File: src/rtl/uwe_pkg.sv
package uwe_pkg;
  typedef enum logic [2:0] {
    DS_IDLE, DS_HDR, DS_DATA, DS_READ, DS_ARMED, DS_SKIP
  } dec_state_e;

  typedef enum logic [1:0] {
    PK_WORD, PK_ERASE, PK_FILL, PK_CLEAR
  } pg_kind_e;

  localparam logic [1:0] OP_SPECIAL = 2'b00;
  localparam logic [1:0] OP_WRITE   = 2'b01;
  localparam logic [1:0] OP_READ    = 2'b10;
  localparam logic [1:0] OP_ERASE   = 2'b11;

  localparam logic [1:0] SUB_LOCK   = 2'b00;
  localparam logic [1:0] SUB_FILL   = 2'b01;
  localparam logic [1:0] SUB_CLEAR  = 2'b10;
  localparam logic [1:0] SUB_UNLOCK = 2'b11;
endpackage

File: src/rtl/uwe_array.sv
module uwe_array #(
  parameter int ADDR_W = 6,
  parameter int DATA_W = 16
) (
  input  logic              clk,
  input  logic              we,
  input  logic [ADDR_W-1:0] wa,
  input  logic [DATA_W-1:0] wd,
  input  logic [ADDR_W-1:0] ra,
  output logic [DATA_W-1:0] q
);
  localparam int DEPTH = 1 << ADDR_W;

  logic [DATA_W-1:0] mem [DEPTH];

  // single write port, registered read port: block RAM friendly
  always_ff @(posedge clk) begin
    if (we) mem[wa] <= wd;
    q <= mem[ra];
  end
endmodule

File: src/rtl/uwe_decode.sv
module uwe_decode
  import uwe_pkg::*;
#(
  parameter int ADDR_W = 6,
  parameter int DATA_W = 16
) (
  input  logic              clk,
  input  logic              rst,
  input  logic              cs,
  input  logic              sk_rise,
  input  logic              di,
  input  logic              busy,
  input  logic [DATA_W-1:0] rd_q,
  output logic [ADDR_W-1:0] rd_addr,
  output logic              wen_set,
  output logic              wen_clr,
  output logic              pg_go,
  output pg_kind_e          pg_kind,
  output logic [ADDR_W-1:0] pg_addr,
  output logic [DATA_W-1:0] pg_data,
  output logic              rd_bit,
  output logic              idle,
  output logic              reading
);
  localparam int HDR_W = ADDR_W + 2;
  localparam int CNT_W = $clog2(HDR_W + DATA_W);

  dec_state_e        state;
  logic [CNT_W-1:0]  cnt;
  logic [HDR_W-2:0]  hdr;
  logic [DATA_W-1:0] sh;
  logic [1:0]        ld;

  logic [HDR_W-1:0]  hdr_full;
  logic [1:0]        op, sub;
  logic [ADDR_W-1:0] addr;
  logic              last_hdr, last_dat;

  assign hdr_full = {hdr, di};
  assign op       = hdr_full[HDR_W-1 -: 2];
  assign sub      = hdr_full[ADDR_W-1 -: 2];
  assign addr     = hdr_full[ADDR_W-1:0];
  assign last_hdr = (cnt == CNT_W'(HDR_W - 1));
  assign last_dat = (cnt == CNT_W'(DATA_W - 1));
  assign idle     = (state == DS_IDLE);
  assign reading  = (state == DS_READ);

  always_ff @(posedge clk) begin
    if (rst) begin
      state   <= DS_IDLE;
      cnt     <= '0;
      hdr     <= '0;
      sh      <= '0;
      ld      <= '0;
      rd_addr <= '0;
      wen_set <= 1'b0;
      wen_clr <= 1'b0;
      pg_go   <= 1'b0;
      pg_kind <= PK_WORD;
      pg_addr <= '0;
      pg_data <= '0;
      rd_bit  <= 1'b0;
    end else begin
      wen_set <= 1'b0;
      wen_clr <= 1'b0;
      pg_go   <= 1'b0;
      // two-cycle wait covers the registered array read
      if (ld != 2'd0) begin
        ld <= ld - 2'd1;
        if (ld == 2'd1) sh <= rd_q;
      end
      if (!cs) begin
        if (state == DS_ARMED) pg_go <= 1'b1;
        state <= DS_IDLE;
        cnt   <= '0;
      end else if (sk_rise) begin
        case (state)
          DS_IDLE: begin
            if (di && !busy) begin
              state <= DS_HDR;
              cnt   <= '0;
            end
          end
          DS_HDR: begin
            hdr <= hdr_full[HDR_W-2:0];
            cnt <= cnt + 1'b1;
            if (last_hdr) begin
              cnt     <= '0;
              pg_addr <= addr;
              pg_data <= '1;
              case (op)
                OP_READ: begin
                  rd_addr <= addr;
                  ld      <= 2'd2;
                  rd_bit  <= 1'b0;
                  state   <= DS_READ;
                end
                OP_WRITE: begin
                  pg_kind <= PK_WORD;
                  state   <= DS_DATA;
                end
                OP_ERASE: begin
                  pg_kind <= PK_ERASE;
                  state   <= DS_ARMED;
                end
                default: begin
                  case (sub)
                    SUB_UNLOCK: begin
                      wen_set <= 1'b1;
                      state   <= DS_SKIP;
                    end
                    SUB_LOCK: begin
                      wen_clr <= 1'b1;
                      state   <= DS_SKIP;
                    end
                    SUB_CLEAR: begin
                      pg_kind <= PK_CLEAR;
                      state   <= DS_ARMED;
                    end
                    default: begin
                      pg_kind <= PK_FILL;
                      state   <= DS_DATA;
                    end
                  endcase
                end
              endcase
            end
          end
          DS_DATA: begin
            pg_data <= {pg_data[DATA_W-2:0], di};
            cnt     <= cnt + 1'b1;
            if (last_dat) state <= DS_ARMED;
          end
          DS_READ: begin
            rd_bit <= sh[DATA_W-1];
            sh     <= {sh[DATA_W-2:0], 1'b0};
          end
          default: ;
        endcase
      end
    end
  end
endmodule

File: src/rtl/uwe_prog.sv
module uwe_prog
  import uwe_pkg::*;
#(
  parameter int ADDR_W      = 6,
  parameter int DATA_W      = 16,
  parameter int BUSY_CYCLES = 300
) (
  input  logic              clk,
  input  logic              rst,
  input  logic              go,
  input  pg_kind_e          kind,
  input  logic [ADDR_W-1:0] addr,
  input  logic [DATA_W-1:0] data,
  input  logic              wen_set,
  input  logic              wen_clr,
  output logic              busy,
  output logic              wen,
  output logic              wr_en,
  output logic [ADDR_W-1:0] wr_addr,
  output logic [DATA_W-1:0] wr_data
);
  localparam int BC_W = $clog2(BUSY_CYCLES + 1);

  logic              sweeping;
  logic [ADDR_W-1:0] sw_addr;
  logic [DATA_W-1:0] fill;
  logic [BC_W-1:0]   cnt;
  logic              all_words, erase_kind;
  logic [DATA_W-1:0] value;

  assign all_words  = (kind == PK_FILL) || (kind == PK_CLEAR);
  assign erase_kind = (kind == PK_ERASE) || (kind == PK_CLEAR);
  assign value      = erase_kind ? '1 : data;

  always_ff @(posedge clk) begin
    if (rst) begin
      busy     <= 1'b0;
      wen      <= 1'b0;
      wr_en    <= 1'b0;
      wr_addr  <= '0;
      wr_data  <= '0;
      sweeping <= 1'b0;
      sw_addr  <= '0;
      fill     <= '0;
      cnt      <= '0;
    end else begin
      wr_en <= 1'b0;
      if (wen_set)      wen <= 1'b1;
      else if (wen_clr) wen <= 1'b0;

      if (go && wen && !busy) begin
        busy <= 1'b1;
        cnt  <= BC_W'(BUSY_CYCLES);
        fill <= value;
        if (all_words) begin
          sweeping <= 1'b1;
          sw_addr  <= '0;
        end else begin
          wr_en   <= 1'b1;
          wr_addr <= addr;
          wr_data <= value;
        end
      end else if (sweeping) begin
        wr_en   <= 1'b1;
        wr_addr <= sw_addr;
        wr_data <= fill;
        sw_addr <= sw_addr + 1'b1;
        if (sw_addr == '1) sweeping <= 1'b0;
      end else if (busy) begin
        if (cnt <= BC_W'(1)) busy <= 1'b0;
        cnt <= cnt - 1'b1;
      end
    end
  end
endmodule

File: src/rtl/uwire_eeprom.sv
module uwire_eeprom
  import uwe_pkg::*;
#(
  parameter int ADDR_W      = 6,
  parameter int DATA_W      = 16,
  parameter int BUSY_CYCLES = 300
) (
  input  logic clk,
  input  logic rst,
  input  logic cs,
  input  logic sk,
  input  logic di,
  output logic dout
);
  logic cs_q, sk_q, sk_d, di_q, sk_rise;

  always_ff @(posedge clk) begin
    if (rst) begin
      cs_q <= 1'b0;
      sk_q <= 1'b0;
      sk_d <= 1'b0;
      di_q <= 1'b0;
    end else begin
      cs_q <= cs;
      sk_q <= sk;
      sk_d <= sk_q;
      di_q <= di;
    end
  end
  assign sk_rise = sk_q & ~sk_d;

  logic [ADDR_W-1:0] rd_addr, pg_addr, wr_addr;
  logic [DATA_W-1:0] rd_q, pg_data, wr_data;
  logic              wen_set, wen_clr, pg_go, rd_bit, dec_idle, reading;
  logic              busy, wen, wr_en;
  pg_kind_e          pg_kind;

  uwe_decode #(.ADDR_W(ADDR_W), .DATA_W(DATA_W)) u_dec (
    .clk(clk), .rst(rst), .cs(cs_q), .sk_rise(sk_rise), .di(di_q),
    .busy(busy), .rd_q(rd_q), .rd_addr(rd_addr), .wen_set(wen_set),
    .wen_clr(wen_clr), .pg_go(pg_go), .pg_kind(pg_kind),
    .pg_addr(pg_addr), .pg_data(pg_data), .rd_bit(rd_bit),
    .idle(dec_idle), .reading(reading)
  );

  uwe_prog #(.ADDR_W(ADDR_W), .DATA_W(DATA_W), .BUSY_CYCLES(BUSY_CYCLES)) u_prog (
    .clk(clk), .rst(rst), .go(pg_go), .kind(pg_kind), .addr(pg_addr),
    .data(pg_data), .wen_set(wen_set), .wen_clr(wen_clr), .busy(busy),
    .wen(wen), .wr_en(wr_en), .wr_addr(wr_addr), .wr_data(wr_data)
  );

  uwe_array #(.ADDR_W(ADDR_W), .DATA_W(DATA_W)) u_mem (
    .clk(clk), .we(wr_en), .wa(wr_addr), .wd(wr_data), .ra(rd_addr), .q(rd_q)
  );

  always_ff @(posedge clk) begin
    if (rst) dout <= 1'b0;
    else     dout <= cs_q & ((reading & rd_bit) | (dec_idle & ~busy));
  end
endmodule

File: config.mk
export PLATFORM = sky130hd
export DESIGN_NAME = uwire_eeprom
export DESIGN_NICKNAME = d
export VERILOG_FILES = /design/src/rtl/uwe_pkg.sv /design/src/rtl/uwe_array.sv /design/src/rtl/uwe_decode.sv /design/src/rtl/uwe_prog.sv /design/src/rtl/uwire_eeprom.sv
export SDC_FILE = /design/constraint.sdc
export NUM_CORES = 1
export LEC_CHECK = 0
export BUFFER_PORTS_ARGS = -buffer_cell sky130_fd_sc_hd__buf_2
export CORE_MARGIN = 2
export CORE_UTILIZATION = 60
export CTS_CLUSTER_SIZE = 10
export DETAILED_ROUTE_END_ITERATION = 10
export PLACE_DENSITY_LB_ADDON = 0.15
export SLEW_MARGIN = 20
export SYNTH_ARGS = -nofsm -noshare
export SYNTH_HDL_FRONTEND = slang
export SYNTH_HIERARCHICAL = 1
export SYNTH_SLANG_ARGS = --single-unit
File: constraint.sdc
create_clock -name clk -period 7.1 [get_ports clk]
set_clock_uncertainty 0.05 [all_clocks]
set_input_delay 1.42 -clock clk [delete_from_list [all_inputs] [get_ports clk]]
set_output_delay 1.42 -clock clk [all_outputs]
set_load 0.01 [all_outputs]
After elaboration in Yosys (flattened, before gate mapping)
Memories as Yosys holds them, arrays and structs flattened. A register that Yosys moved wholly into a read port is not among the register bits.
Index checks and enable logic that the tools add are counted.
W data, S select, Z words.
{"block": "word_totals", "out_inout_bits": 1, "in_bits": 5, "regBits": 129, "n_memories": 1, "elab_cells": 161, "mem_bits_rw": 1024}
{"block": "classes", "reduce_logical": 32, "add_sub_neg": 4, "bitwise": 13, "muxes": 58, "order_cmp": 1, "n_eq_ne": 24}
{"name": "u_mem.mem", "depth": 64, "width": 16, "read_ports": 1, "rd_clocked_by_memory_dff": 1, "write_ports": 1, "line": "uwe_array.sv:14", "source": "logic [DATA_W-1:0] mem [DEPTH];"}
{"op": "$mux W16", "n": 10}
{"op": "$mux W6", "n": 6}
{"op": "$pmux W16 S2", "n": 1}
{"op": "$mux W9", "n": 3}
{"op": "$mux W1", "n": 20}
{"op": "$pmux W3 S3", "n": 2}
{"op": "$pmux W5 S3", "n": 1}
{"op": "$reduce_and A5 Y1", "n": 3}
{"op": "$eq A2 B2 Y1 const B", "n": 6}
{"op": "$mux W2", "n": 6}
{"op": "$reduce_bool A2 Y1", "n": 6}
{"op": "$mux W5", "n": 2}
{"op": "$ne A2 B1 Y1 const B", "n": 5}
{"op": "$le A9 B1 Y1 const B", "n": 1}
{"op": "$mux W3", "n": 3}
{"op": "$sub A9 B1 Y9 const B", "n": 1}
{"op": "$not A1 Y1", "n": 8}
{"op": "$reduce_and A2 Y1", "n": 4}
{"op": "$reduce_and A4 Y1", "n": 2}
{"op": "$reduce_or A2 Y1", "n": 4}
{"op": "$reduce_or A8 Y1", "n": 1}
{"op": "$add A6 B1 Y6 const B", "n": 1}
{"op": "$eq A2 B1 Y1 const B", "n": 3}
{"op": "$eq A3 B2 Y1 const B", "n": 2}
{"op": "23 further kinds", "n": 31}

Longest topological paths before layout
{"block": "logic_depth", "ltp_word": 7, "depth_mapped": 10, "depth_no_buf": 6}

By module
The synthesis kept the hierarchy.
{"module": "uwe_array", "seq_area_each_um2": 31069.8, "area_each_um2": 39978.3, "instances": 1, "cells_each": 1820}
{"module": "uwe_decode", "seq_area_each_um2": 1341.3, "area_each_um2": 3011.6, "instances": 1, "cells_each": 306}
{"module": "uwe_prog", "seq_area_each_um2": 1141.1, "area_each_um2": 2678.8, "instances": 1, "cells_each": 302}
{"module": "uwire_eeprom", "seq_area_each_um2": 100.1, "area_each_um2": 161.4, "instances": 1, "cells_each": 14}

Worst setup path after synthesis
Ideal clock, no wire load.
{"block": "synth_timing", "path_type": "register -> register", "start": "register u_prog.wr_addr[2]", "end": "memory u_mem.mem[28][0] (enable)", "path_slack_ns": 4.513, "period_less_slack_ns": 2.587, "arrival_ns": 2.149, "path_stages_with_launch": 6, "setup_ns": 0.388, "required_ns": 6.661, "path_buffers": 2, "cell_sequence": "dfxtp_1 clkbuf_1 or3b_2 or2_2 clkbuf_1 nor2_1"}
{"item": "start, declared", "line": "uwe_prog.sv:19", "source": "output logic [ADDR_W-1:0] wr_addr,"}
{"item": "start signal, assigned", "line": "uwe_prog.sv:60", "source": "wr_addr <= addr;"}
{"item": "start signal, assigned", "line": "uwe_prog.sv:65", "source": "wr_addr <= sw_addr;"}
{"item": "end, declared", "line": "uwe_array.sv:14"}
No word-level cell before the write port.

==> impl_metrics.json <==
{
  "yosysMostFrequentCell": "edfxtp_1",
  "ctsHoldBuffers": 0,
  "port_buffers": 5,
  "finalWirelength_um": 106000,
  "path_depth": 7,
  "whs_path_depth": 2,
  "fin_crit_ns": 3.61,
  "async_flop_share_pct": 0,
  "netlist_instances": 2442,
  "r2r.worst_path.cells": 7,
  "antennaDiodeCount": 0,
  "hold_viol": 0,
  "grt_start_max_net_pins": 128,
  "vdd_drop_max_mv": 0.222,
  "setup_tns_ns": 0,
  "drive_above_1_share_pct": 21.7,
  "status": "complete, no violations",
  "dp.final_hpwl_um": 61300,
  "crit_family": "buffers and inverters",
  "io_pins": 6,
  "clkTransAtPathRegs_ns": 0.05,
  "rsz0062_at_grt": "false",
  "yosysWarnings": 6,
  "nets": 2535,
  "synth_top_area_cell": "edfxtp_1",
  "max_stage_delay_ns": 0.68,
  "drtIter0Drc": 2615,
  "synth_area_um2": 45800,
  "worst_hold_path_type": "flop to flop",
  "r2r_start": "u_dec/rd_addr[0]",
  "critPathSlowestCell": "dfxtp_4",
  "clock_sinks": 1169,
  "fmax_ghz": 0.277,
  "yosys_most_used_dff": "edfxtp_1",
  "powerDensity_nw_per_um2": 266,
  "grt_pass1_wl_um": 157000,
  "timing_worst_setup_path_type": "flop to flop",
  "cts_setup_buffers": 0,
  "synth_edf_count": 1024,
  "crit_buf_inv": 2,
  "cts_tree": "yes",
  "worstHoldStart": "u_dec/wen_set",
  "track_usage_pct": 27.8,
  "ys_seq_elements": 1169,
  "start_util_pct": 60.4,
  "synth.distinct_cells": 85,
  "syn_avg_cell_area_um2": 18.8,
  "vias": 23900,
  "netlist_top_cells_count": "edfxtp_1, mux4_2, nor2_1",
  "wl_per_cell_um": 29.8,
  "die_width_um": 280,
  "drv_cap": 0,
  "whs_ns": 0.386,
  "core-area_um2": 75800,
  "min_period_over_period_pct": 50.9,
  "slew_headroom_pct": 18.9,
  "ys_seq_area_share_pct": 73.4,
  "setup_violations": 0,
  "num_rows": 101,
  "syn_nets": 2460,
  "drc": 0,
  "p_leak_nw": 15.8,
  "firstDrtPassIters": 5,
  "clock_latency_ns": 0.72,
  "ant_nets": 0,
  "routabilityCongestion": 0.858,
  "synth.area.top_cells": "edfxtp_1, mux4_2, dfxtp_1",
  "crit_fanout": 51,
  "die_h_um": 280,
  "r2r_slack_ns": 3.49,
  "arrival_ns": 4.11,
  "viasPerCell": 6.71,
  "tightest_slew_ns": 1.22,
  "cp.required_ns": 7.59,
  "synthToLayoutAreaGrowth_pct": 10.8,
  "cts_buffers": 136,
  "root_buffer": "clkbuf_16",
  "slew_viol_final": 0,
  "r2r-end": "u_mem/q[7]",
  "cp-end-kind": "flop",
  "grt_antenna_before_repair": 0,
  "clock_path_buffers": 3,
  "path_cells": "buf_12 > buf_4 > mux4_2 > mux2i_1 > nand3_1 > a31oi_1 > a311oi_1",
  "dieArea_um2": 78600,
  "cp-start-kind": "flop",
  "whs_endpoint": "u_prog/wen",
  "cts-resized-gates": 0,
  "synth_top_area_share_pct": 67.1,
  "htreeDepth": 4,
  "grt_pass1_vias": 23800,
  "overflow": 0
}
area by class of cell:
type,instances,area [um^2]
clock buffer,199,3700
timing repair buffer,94,758
sequential,1169,33700
fill,4963,25000
clock inverter,11,125
inverter,18,67.6
tap,978,1220
multi-input combinational,1098,11200
placed cells by master, fill, tap and decap left out, types with 11 or more instances in the layout:
cell type  Yosys  layout
and3_1        12      12
dfxtp_1      145     125
and4_1        11      11
clkbuf_1      74      59
nor2_1       153     143
a22oi_1       61      61
a211oi_1      60      60
o211a_1       18      18
a31oi_1       12      12
mux2i_1      135     135
nand3_1       42      42
a21oi_1       45      45
mux4_2       221     221
inv_1         17      17
mux2_2        13      13
clkbuf_16      0     138
a311oi_1      15      15
o221a_2       16      16
nor2b_1       40      37
o21ai_0       13      13
nand2_1       58      57
ha_1          13      13
edfxtp_1    1024    1024
nor3_1        15      15
a221oi_1      21      21
buf_4         22      85
dfxtp_2        0      16
how the worst max path moves through the flow:
stage,startpoint,to,slack [ns]
after floorplan,u_prog/wr_addr[2],u_mem/mem[28][0],4.51
after global placement,u_dec/rd_addr[0],u_mem/q[3],3.45
after detailed placement,u_dec/rd_addr[0],u_mem/q[3],3.46
after CTS,u_dec/rd_addr[0],u_mem/q[3],3.43
after global routing,u_dec/rd_addr[0],u_mem/q[7],3.21
final,u_dec/rd_addr[0],u_mem/q[7],3.49
worst min-delay path, stage by stage (launching register included):
cell and delay, ns:
dfxtp_1 0.30, a21oi_1 0.03, nor2_1 0.07
per-layer routing:
layer  up-vias  GRT usage (%)  routed length (um)
met5         -              0                   0
li1      10100              -                   -
met2      1085           43.0               50500
met3       187           5.39                9060
met4         0           10.1                3250
met1     12600           40.0               43300
per-stage QoR:
step                total power, mW  setup slack (ns)  cells  instance area (um^2)  utilization, %
floorplan                      7.52              4.51   2442                 45800               -
global placement               7.53              3.45   3357                 46900            61.9
detailed placement             7.53              3.46   3357                 46900            61.9
CTS                            13.6              3.43   3567                 50800            67.0
global route                   13.9              3.21   3567                 50800            67.0
finish                         13.5              3.49   3567                 50800            67.0
sequential cells by signal, summed over array words and instances (netlist names), 7 cells and up:
| register | cells |
|---|---|
| u_dec/hdr | 7 |
| u_dec/pg_data | 16 |
| u_dec/sh | 16 |
| u_mem/mem | 1024 |
| u_mem/q | 16 |
| u_prog/cnt | 9 |
| u_prog/fill | 16 |
| u_prog/wr_data | 16 |
kinds of logic (layout without fill, tap and decap cells):
| family | Yosys count | after routing | share of synthesized area, % |
|---|---|---|---|
| simple gates | 409 | 409 | 4.63 |
| compound gates | 301 | 301 | 5.06 |
| mux | 371 | 371 | 14.2 |
| xor+xnor | 4 | 4 | 0.0765 |
| fa+ha+maj | 13 | 13 | 0.355 |
| buf+inv | 175 | 322 | 2.21 |
| flops | 1169 | 1169 | 73.4 |
power by group:
| group | leakage (nW) | internal (mW) | total, mW | switching [mW] |
|---|---|---|---|---|
| Sequential | 10.7 | 7.37 | 7.37 | 0.00202 |
| Clock | 1.84 | 3.58 | 6.13 | 2.55 |
| Combinational | 3.33 | 0.00555 | 0.0225 | 0.0170 |
No activity file was read; power rests on OpenSTA's default activity.
